## src/rtl/init_seq_pkg.sv

```systemverilog
package init_seq_pkg;
    typedef enum logic [2:0] {
        S_IDLE, S_FETCH_OFS, S_FETCH_ARG, S_DECODE,
        S_WRITE, S_WAIT_US, S_WAIT_RDY, S_ADVANCE
    } state_e;

    typedef enum logic [1:0] {
        K_REG, K_WAIT_US, K_WAIT_RDY, K_UNKNOWN
    } kind_e;

    localparam logic [31:0] CMD_BASE     = 32'h0002_0000;
    localparam logic [31:0] CMD_WAIT_US  = CMD_BASE;
    localparam logic [31:0] CMD_WAIT_RDY = CMD_BASE + 32'd1;
endpackage

```

## src/rtl/init_seq_decode.sv

```systemverilog
module init_seq_decode
    import init_seq_pkg::*;
(
    input  logic [31:0] ofs_word,
    output kind_e       kind
);
    always_comb begin
        if (ofs_word < CMD_BASE)
            kind = K_REG;
        else if (ofs_word == CMD_WAIT_US)
            kind = K_WAIT_US;
        else if (ofs_word == CMD_WAIT_RDY)
            kind = K_WAIT_RDY;
        else
            kind = K_UNKNOWN;
    end
endmodule

```

## src/rtl/init_seq_merge.sv

```systemverilog
module init_seq_merge #(
    parameter int DATA_W  = 32,
    parameter int FIELD_W = 16
) (
    input  logic [DATA_W-1:0]    old_val,
    input  logic [2*FIELD_W-1:0] arg,
    output logic [DATA_W-1:0]    new_val
);
    logic [FIELD_W-1:0] value;
    logic [FIELD_W-1:0] mask;
    logic [FIELD_W-1:0] low;

    assign value = arg[FIELD_W-1:0];
    assign mask  = arg[2*FIELD_W-1:FIELD_W];
    assign low   = (old_val[FIELD_W-1:0] & ~mask) | (value & mask);

    generate
        if (DATA_W > FIELD_W) begin : g_keep_upper
            assign new_val = {old_val[DATA_W-1:FIELD_W], low};
        end else begin : g_low_only
            assign new_val = low[DATA_W-1:0];
        end
    endgenerate
endmodule

```

## src/rtl/init_seq_timer.sv

```systemverilog
module init_seq_timer #(
    parameter int CNT_W = 18
) (
    input  logic             clk,
    input  logic             rst_n,
    input  logic             load,
    input  logic [CNT_W-1:0] load_val,
    output logic             last
);
    logic [CNT_W-1:0] cnt;

    always_ff @(posedge clk or negedge rst_n) begin
        if (!rst_n)
            cnt <= '0;
        else if (load)
            cnt <= load_val;
        else if (cnt != '0)
            cnt <= cnt - CNT_W'(1);
    end

    assign last = (cnt == CNT_W'(1));
endmodule

```

## src/rtl/init_seq.sv

```systemverilog
module init_seq
    import init_seq_pkg::*;
#(
    parameter int ROM_AW     = 16,
    parameter int ADDR_W     = 17,
    parameter int DATA_W     = 32,
    parameter int CYC_PER_US = 4
) (
    input  logic              clk,
    input  logic              rst_n,
    input  logic              start,
    input  logic [ROM_AW-1:0] tbl_offset,
    input  logic [ROM_AW-1:0] tbl_size,
    output logic              rom_en,
    output logic [ROM_AW-1:0] rom_addr,
    input  logic [31:0]       rom_rdata,
    output logic              reg_rd,
    output logic              reg_wr,
    output logic [ADDR_W-1:0] reg_addr,
    output logic [DATA_W-1:0] reg_wdata,
    input  logic [DATA_W-1:0] reg_rdata,
    input  logic              mem_ready,
    output logic              busy,
    output logic              done,
    output logic              err
);
    localparam int IDX_W = ROM_AW - 3;
    localparam int CNT_W = 16 + $clog2(CYC_PER_US + 1);

    state_e             state, nxt;
    kind_e              kind;
    logic [ROM_AW-1:0]  ptr;
    logic [IDX_W-1:0]   remaining;
    logic [IDX_W-1:0]   entries_in;
    logic [31:0]        ofs_word;
    logic [31:0]        arg_word;
    logic [CNT_W-1:0]   wait_len;
    logic               tmr_load;
    logic               tmr_last;
    logic               done_q;
    logic               err_q;
    logic               size_unused;

    assign entries_in  = tbl_size[ROM_AW-1:3];
    assign size_unused = ^tbl_size[2:0];
    assign wait_len    = CNT_W'(rom_rdata[15:0]) * CNT_W'(CYC_PER_US);
    assign tmr_load    = (state == S_DECODE) && (kind == K_WAIT_US);

    init_seq_decode u_decode (
        .ofs_word (ofs_word),
        .kind     (kind)
    );

    init_seq_merge #(.DATA_W(DATA_W), .FIELD_W(16)) u_merge (
        .old_val (reg_rdata),
        .arg     (arg_word),
        .new_val (reg_wdata)
    );

    init_seq_timer #(.CNT_W(CNT_W)) u_timer (
        .clk      (clk),
        .rst_n    (rst_n),
        .load     (tmr_load),
        .load_val (wait_len),
        .last     (tmr_last)
    );

    // State register
    always_ff @(posedge clk or negedge rst_n) begin
        if (!rst_n)
            state <= S_IDLE;
        else
            state <= nxt;
    end

    // Next-state logic
    always_comb begin
        nxt = state;
        unique case (state)
            S_IDLE:      if (start && entries_in != '0) nxt = S_FETCH_OFS;
            S_FETCH_OFS: nxt = S_FETCH_ARG;
            S_FETCH_ARG: nxt = S_DECODE;
            S_DECODE: begin
                unique case (kind)
                    K_REG:      nxt = S_WRITE;
                    K_WAIT_US:  nxt = (wait_len == '0) ? S_ADVANCE : S_WAIT_US;
                    K_WAIT_RDY: nxt = S_WAIT_RDY;
                    K_UNKNOWN:  nxt = S_ADVANCE;
                endcase
            end
            S_WRITE:     nxt = S_ADVANCE;
            S_WAIT_US:   if (tmr_last) nxt = S_ADVANCE;
            S_WAIT_RDY:  if (mem_ready) nxt = S_ADVANCE;
            S_ADVANCE:   nxt = (remaining == IDX_W'(1)) ? S_IDLE : S_FETCH_OFS;
        endcase
    end

    // Sequence datapath and held flags
    always_ff @(posedge clk or negedge rst_n) begin
        if (!rst_n) begin
            ptr       <= '0;
            remaining <= '0;
            ofs_word  <= '0;
            arg_word  <= '0;
            done_q    <= 1'b0;
            err_q     <= 1'b0;
        end else begin
            unique case (state)
                S_IDLE: if (start) begin
                    ptr       <= tbl_offset;
                    remaining <= entries_in;
                    done_q    <= (entries_in == '0);
                    err_q     <= 1'b0;
                end
                S_FETCH_ARG: ofs_word <= rom_rdata;
                S_DECODE: begin
                    arg_word <= rom_rdata;
                    if (kind == K_UNKNOWN) err_q <= 1'b1;
                end
                S_ADVANCE: begin
                    ptr       <= ptr + ROM_AW'(8);
                    remaining <= remaining - IDX_W'(1);
                    if (remaining == IDX_W'(1)) done_q <= 1'b1;
                end
                default: ;
            endcase
        end
    end

    // Output decode
    always_comb begin
        rom_en   = (state == S_FETCH_OFS) || (state == S_FETCH_ARG);
        rom_addr = (state == S_FETCH_ARG) ? ptr + ROM_AW'(4) : ptr;
        reg_rd   = (state == S_DECODE) && (kind == K_REG);
        reg_wr   = (state == S_WRITE);
        reg_addr = ofs_word[ADDR_W-1:0];
        busy     = (state != S_IDLE);
        done     = done_q;
        err      = err_q;
    end
endmodule

```

## config.mk

```make
export PLATFORM = sky130hd
export DESIGN_NAME = init_seq
export DESIGN_NICKNAME = d
export VERILOG_FILES = /design/src/rtl/init_seq_pkg.sv /design/src/rtl/init_seq_decode.sv /design/src/rtl/init_seq_merge.sv /design/src/rtl/init_seq_timer.sv /design/src/rtl/init_seq.sv
export SDC_FILE = /design/constraint.sdc
export NUM_CORES = 1
export LEC_CHECK = 0
export BUFFER_PORTS_ARGS = -buffer_cell sky130_fd_sc_hd__clkbuf_2
export CELL_PAD_IN_SITES_DETAIL_PLACEMENT = 1
export CELL_PAD_IN_SITES_GLOBAL_PLACEMENT = 2
export CORE_MARGIN = 8
export CORE_UTILIZATION = 33
export DETAILED_ROUTE_END_ITERATION = 8
export GPL_ROUTABILITY_DRIVEN = 1
export PLACE_DENSITY_LB_ADDON = 0.25
export SETUP_SLACK_MARGIN = 0.05
export SLEW_MARGIN = 20
export SYNTH_ARGS = -nofsm -noshare
export SYNTH_HDL_FRONTEND = slang
export SYNTH_HIERARCHICAL = 1
export SYNTH_SLANG_ARGS = --single-unit
```

## constraint.sdc

```tcl
create_clock -name clk -period 3.2 [get_ports clk]
set_input_delay 0.16 -clock clk [delete_from_list [all_inputs] [get_ports clk]]
set_output_delay 0.16 -clock clk [all_outputs]
set_load 0.005 [all_outputs]
```

After elaboration in Yosys (flattened, before gate mapping)
Cells that the tools add are included.
{"block": "totals", "register_bits": 117, "input_bits": 100, "out_inout_bits": 71, "elab_cells": 78}
{"block": "op_classes", "n_addsub": 4, "order_cmp": 1, "n_eq_ne": 20, "n_mux": 23, "n_bitwise": 4, "reduce_logical": 18}
{"cell": "32-bit by 18-bit == test with 1-bit output, second input constant", "n": 2}
{"cell": "19-bit two-way mux", "n": 2}
{"cell": "16-bit AND", "n": 2}
{"cell": "32-bit by 18-bit less-than comparator with 1-bit output, second input constant", "n": 1}
{"cell": "16-bit two-way mux", "n": 2}
{"cell": "16-bit one-hot mux with 2 select lines", "n": 1}
{"cell": "13-bit one-hot mux with 2 select lines", "n": 1}
{"cell": "3-bit one-hot mux with 8 select lines", "n": 1}
{"cell": "19-bit by 1-bit == test with 1-bit output, second input constant", "n": 1}
{"cell": "19-bit zero test", "n": 1}
{"cell": "19-bit nonzero test", "n": 1}
{"cell": "19-bit by 1-bit subtractor with 19-bit output, second input constant", "n": 1}
{"cell": "16-bit by 3-bit adder with 16-bit output, second input constant", "n": 1}
{"cell": "16-bit by 4-bit adder with 16-bit output, second input constant", "n": 1}
{"cell": "16-bit inverter", "n": 1}
{"cell": "16-bit OR", "n": 1}
{"cell": "13-bit by 1-bit == test with 1-bit output, second input constant", "n": 1}
{"cell": "13-bit zero test", "n": 1}
{"cell": "13-bit two-way mux", "n": 1}
{"cell": "13-bit nonzero test", "n": 1}
{"cell": "13-bit by 1-bit subtractor with 13-bit output, second input constant", "n": 1}
{"cell": "3-bit == test, second input constant", "n": 4}
{"cell": "3-bit one-hot mux with 4 select lines", "n": 1}
{"cell": "2-bit inequality test, second input constant", "n": 5}
{"cell": "other kinds (17)", "n": 35}

Logic depth before layout (Yosys ltp)
{"block": "logic_depth", "depth_word": 7, "depth_mapped": 10}

Modules after synthesis
Netlist, hierarchy kept.
{"mod": "init_seq", "n_inst": 1, "cells_each": 422, "area_each_um2": 4730.8, "seq_area_each_um2": 2452.4}
{"mod": "init_seq_timer", "n_inst": 1, "cells_each": 120, "area_each_um2": 1128.6, "seq_area_each_um2": 475.5}
{"mod": "init_seq_merge", "n_inst": 1, "cells_each": 32, "area_each_um2": 360.3, "seq_area_each_um2": 0.0}
{"mod": "init_seq_decode", "n_inst": 1, "cells_each": 15, "area_each_um2": 132.6, "seq_area_each_um2": 0.0}

Worst setup path before layout
No wires, ideal clock.
{"block": "synth_timing", "path_kind": "register to register", "start": "register ofs_word[30]", "end": "register u_timer.cnt[12]", "t_arrival_ns": 2.223, "required_ns": 3.075, "slack_ns": 0.852, "path_stages_with_launch": 7, "path_buffers": 1, "cell_sequence": "dfrtp_1 -> or4_4 -> nor4_4 -> a31oi_1 -> nor3b_1 -> clkbuf_1 -> mux2_2"}
{"block": "synth_via", "elab_cells_between_ends": 10}
{"item": "from (decl)", "line_no": "init_seq.sv:35", "text": "logic [31:0] ofs_word;"}
{"item": "from (signal assigned)", "line_no": "init_seq.sv:115", "text": "S_FETCH_ARG: ofs_word <= rom_rdata;"}
{"item": "branches (longest 2 deep; another with 32-bit by 18-bit less-than comparator with 1-bit output)"}
{"item": "2-bit two-way mux (*)", "line_no": "init_seq_decode.sv:8", "text": "if (ofs_word < CMD_BASE)"}
{"item": "named net kind[1]", "line_no": "init_seq.sv:31", "text": "kind_e kind;"}
{"item": "2-bit by 1-bit == test with 1-bit output (*)", "line_no": "init_seq.sv:47", "text": "assign tmr_load = (state == S_DECODE) && (kind == K_WAIT_US);"}
{"item": "1-bit logical AND (*)", "line_no": "init_seq.sv:47"}
{"item": "named net tmr_load", "line_no": "init_seq.sv:38", "text": "logic tmr_load;"}
{"item": "19-bit two-way mux / 2-bit nonzero test (equally long branches)"}
{"item": "to (signal assigned)", "line_no": "init_seq_timer.sv:16", "text": "cnt <= load_val;"}
{"item": "to (signal assigned)", "line_no": "init_seq_timer.sv:18", "text": "cnt <= cnt - CNT_W'(1);"}
{"item": "to (decl)", "line_no": "init_seq_timer.sv:10", "text": "logic [CNT_W-1:0] cnt;"}
Mark *: on every way through the listed nets, which the timed path passes.
A chain may end at the register's enable or synchronous reset.

Worst setup path in the final report
{"block": "layout_timing", "start": "register state[0]", "end": "output rom_addr[14]"}
{"block": "layout_via", "elab_chain_cells": 2}
{"item": "from (decl)", "line_no": "init_seq.sv:30", "text": "state_e state, nxt;"}
{"item": "from (signal assigned)", "line_no": "init_seq.sv:73", "text": "state <= nxt;"}
{"item": "3-bit by 2-bit == test with 1-bit output", "line_no": "init_seq.sv:133", "text": "rom_addr = (state == S_FETCH_ARG) ? ptr + ROM_AW'(4) : ptr;"}
{"item": "16-bit two-way mux", "line_no": "init_seq.sv:133"}
{"item": "to (decl)", "line_no": "init_seq.sv:15", "text": "output logic [ROM_AW-1:0] rom_addr,"}
No other way between the ends.

==> out/metrics.csv <==
stage,metric,value,unit
setup_path,required,3040,ps
final_layout,fill_cells,2053,
synth,ys_seq_area_share,46.1,%
setup_path,crit_chain,or3b_2 > nor3b_1 > nand4_1 > xnor2_1 > clkbuf_2,
routing,drt-initial-drc-count,173,
synth,synth_ff_type,dfrtp_1,
setup_path,path_class,reg -> out,
placed_design,dpl.hpwl,14100,um
power,irDropWorstVdd,0.407,mV
routing,final_antenna_net_count,0,
global_routing,antenna_found_initial,0,
power,total_power,7.45,mW
status,status,"complete, no violations",
sta,finalCritPeriodShare,91.3,%
synth,async_flop_share,100,%
sta,hold_viol_final,0,
synth,syn-cell-area,0.00635,mm^2
sta,finalSetupViolCount,0,
global_routing,grt_start_max_net_pins,62,
floorplan,die_h,155,um
setup_path,slowest_delay,800,ps
min_path,hp-start,tbl_size[12],
synth,avgSynthCellArea,10.8,um^2
floorplan,start_util,33.7,%
routing,post_drt_wl_per_cell,19.5,um
placed_design,dp.cells,933,
synth,syn-instance-count,589,
setup_path,slowest_stage,or3b_2,
final_layout,postLayoutCoreUtil,43.0,%
routing,first_pass_iters,4,
min_path,holdPathEnd,remaining[9],
final_layout,area_growth_syn_to_layout,27.3,%
synth,yosys_warnings,6,
global_routing,grt_pass1_vias,5756,
clock_network,cts_root_buf,clkbuf_16,
routing,finalWirelength,19500,um
clock_network,clk_latency,420,ps
setup_path,rrSetupSlack,630,ps
sta,holdWs,24.9,ps
sta,slew_headroom,48.0,%
sta,min_period,2920,ps
clock_network,cts_tree,built,
sta,maxSlewViolCount,0,
synth,yosysTopAreaCellShare,46.1,%
placed_design,gp_congestion,0.798,
setup_path,arrival,2760,ps
sta,fin_tns_setup,0,ps
routing,avgViaCountPerCell,5.09,
clock_network,cts.path.max_buffers,2,
final_layout,multiInputGateArea,0.00301,mm^2
clock_network,post-cts-setup-buffers,0,
synth,synthTopCellsByArea,"dfrtp_1 46%, mux2_2 12%, buf_4 4.1%",
setup_path,endpoint_kind,primary output,
final_layout,drive_gt1_share,39.4,%
floorplan,coreArea,0.0188,mm^2
setup_path,r2r_cells,5,
floorplan,rows,50,
global_routing,overflow,0,
setup_path,startpoint_type,register,
floorplan,die_area,0.0239,mm^2
min_path,worstHoldPathCells,3,
setup_path,cp_top_family,simple AND/OR/NAND/NOR gates,
setup_path,rr_startpoint,u_timer/cnt[13],
final_layout,fin_cells,1002,
clock_network,cts.sinks,117,
clock_network,clk_pin_slew,60,ps
setup_path,path_buf_inv,1,
clock_network,numCtsBuffers,17,
floorplan,ios,171,
global_routing,grt_usage,17.2,%
routing,drc,0,
setup_path,critPathMaxFanout,19,
sta,rsz0062_at_grt,false,
final_layout,register_area,0.00293,mm^2
min_path,hp-class,in -> reg,
final_layout,final_nets,835,
placed_design,portBuffers,135,
setup_path,timing.rr.end,u_timer/cnt[15],
synth,synth_edf_count,0,
routing,num_vias,5104,
synth,ys_ff_latch,117,
sta,max_slew.worst_pin.slew,780,ps
synth,yosysTopAreaCell,dfrtp_1,
run,maxCapViolations,0,
clock_network,cts-htree-levels,4,
sta,clock_skew,9.43,ps
synth,yosysUniqueCellTypes,63,
global_routing,grt_pass1_wl,32300,um
power,leakage,3.47,nW
sta,max_freq,342,MHz
final_layout,diodes,0,
floorplan,die_w,155,um
power,p_per_area,921,mW/mm^2
-- kinds of logic after synthesis --
family          count (synthesis)  synth area share, %
compound gates                 84                 9.32
xor+xnor                       26                 3.58
fa+ha+maj                       6                 1.18
buf+inv                        73                 6.87
flops                         117                 46.1
mux                            86                 16.2
other cells                     1               0.0590
simple gates                  196                 16.7
-- metrics by stage --
stage                     area (um^2)  setup slack (ps)
after floorplan                  6360               852
after global placement           7070               618
after detailed placement         7070               609
after CTS                        8090               270
after global routing             8090               116
final                            8090               278
-- routing by layer --
metal / up-vias / wire [um] / GRT usage (%)
met1: 2568 / 8810 / 21.2
met2: 127 / 9330 / 27.7
met4: 0 / 354 / 6.72
li1: 2379 / - / -
met3: 30 / 1000 / 5.04
met5: - / 0 / 0
-- worst min-delay path: stages --
cell and delay, ps:
clkbuf_2 90, nor2_1 100, a211oi_1 50
-- state kept, by name (all words and copies together) (netlist names) --
register and count:
arg_word 32, ofs_word 32, u_timer/cnt 19, ptr 16, remaining 13, state 3
done 1, err 1
-- report_power, final --
group / total [mW] / switching, mW / internal [mW]
Sequential: 2.82 / 0.681 / 2.14
Combinational: 2.52 / 1.13 / 1.40
Clock: 2.10 / 0.774 / 1.33
-- placed cells by master (no fill, tap or decap), types with 17 or more instances in the layout --
master and n:
clkbuf_16 17, nand2_1 59, xnor2_1 18, dfrtp_1 117
clkbuf_2 134, dlygate4sd3_1 37, mux2_2 68, nor2_1 32
nand3_1 21
-- synth_stat cells, types with 8 or more instances --
cell / number
buf_4: 35
nor3_1: 15
a21oi_1: 8
mux2_2: 68
o311ai_0: 8
o21ai_0: 16
a31oi_1: 9
o21ai_2: 8
nand2_1: 59
nand4_1: 8
nor2_1: 32
inv_1: 9
xor2_1: 8
dfrtp_1: 117
mux2_4: 16
xnor2_1: 18
clkbuf_1: 17
nand3_1: 21
nor4_1: 14
-- how the worst max path moves through the flow --
stage / slack, ps / depth (start not counted) / endpoint / startpoint
5_1_grt: 120 / 5 / rom_addr[14] / state[0]
4_1_cts: 270 / 5 / rom_addr[14] / state[0]
2_1_floorplan: 850 / 6 / u_timer/cnt[12] / ofs_word[30]
3_3_place_gp: 620 / 5 / u_timer/cnt[15] / u_timer/cnt[13]
3_5_place_dp: 610 / 5 / u_timer/cnt[9] / u_timer/cnt[13]
6_report: 280 / 5 / rom_addr[14] / state[0]
-- final cells by class --
type	instances	area share, %
flip-flops and latches	117	36.2
well taps	260	4.02
multi-input cells	401	37.3
clock inverters	15	2.71
inverters	9	0.418
repair buffers	183	14.1
clock buffers	17	5.26
-- what timing repair did --
action                    4_1_cts  5_1_grt
gates resized for setup         0        0
hold buffers                   37        0
hold endpoints to repair      108        0
Note: power is estimated with default switching activity, not from simulation.
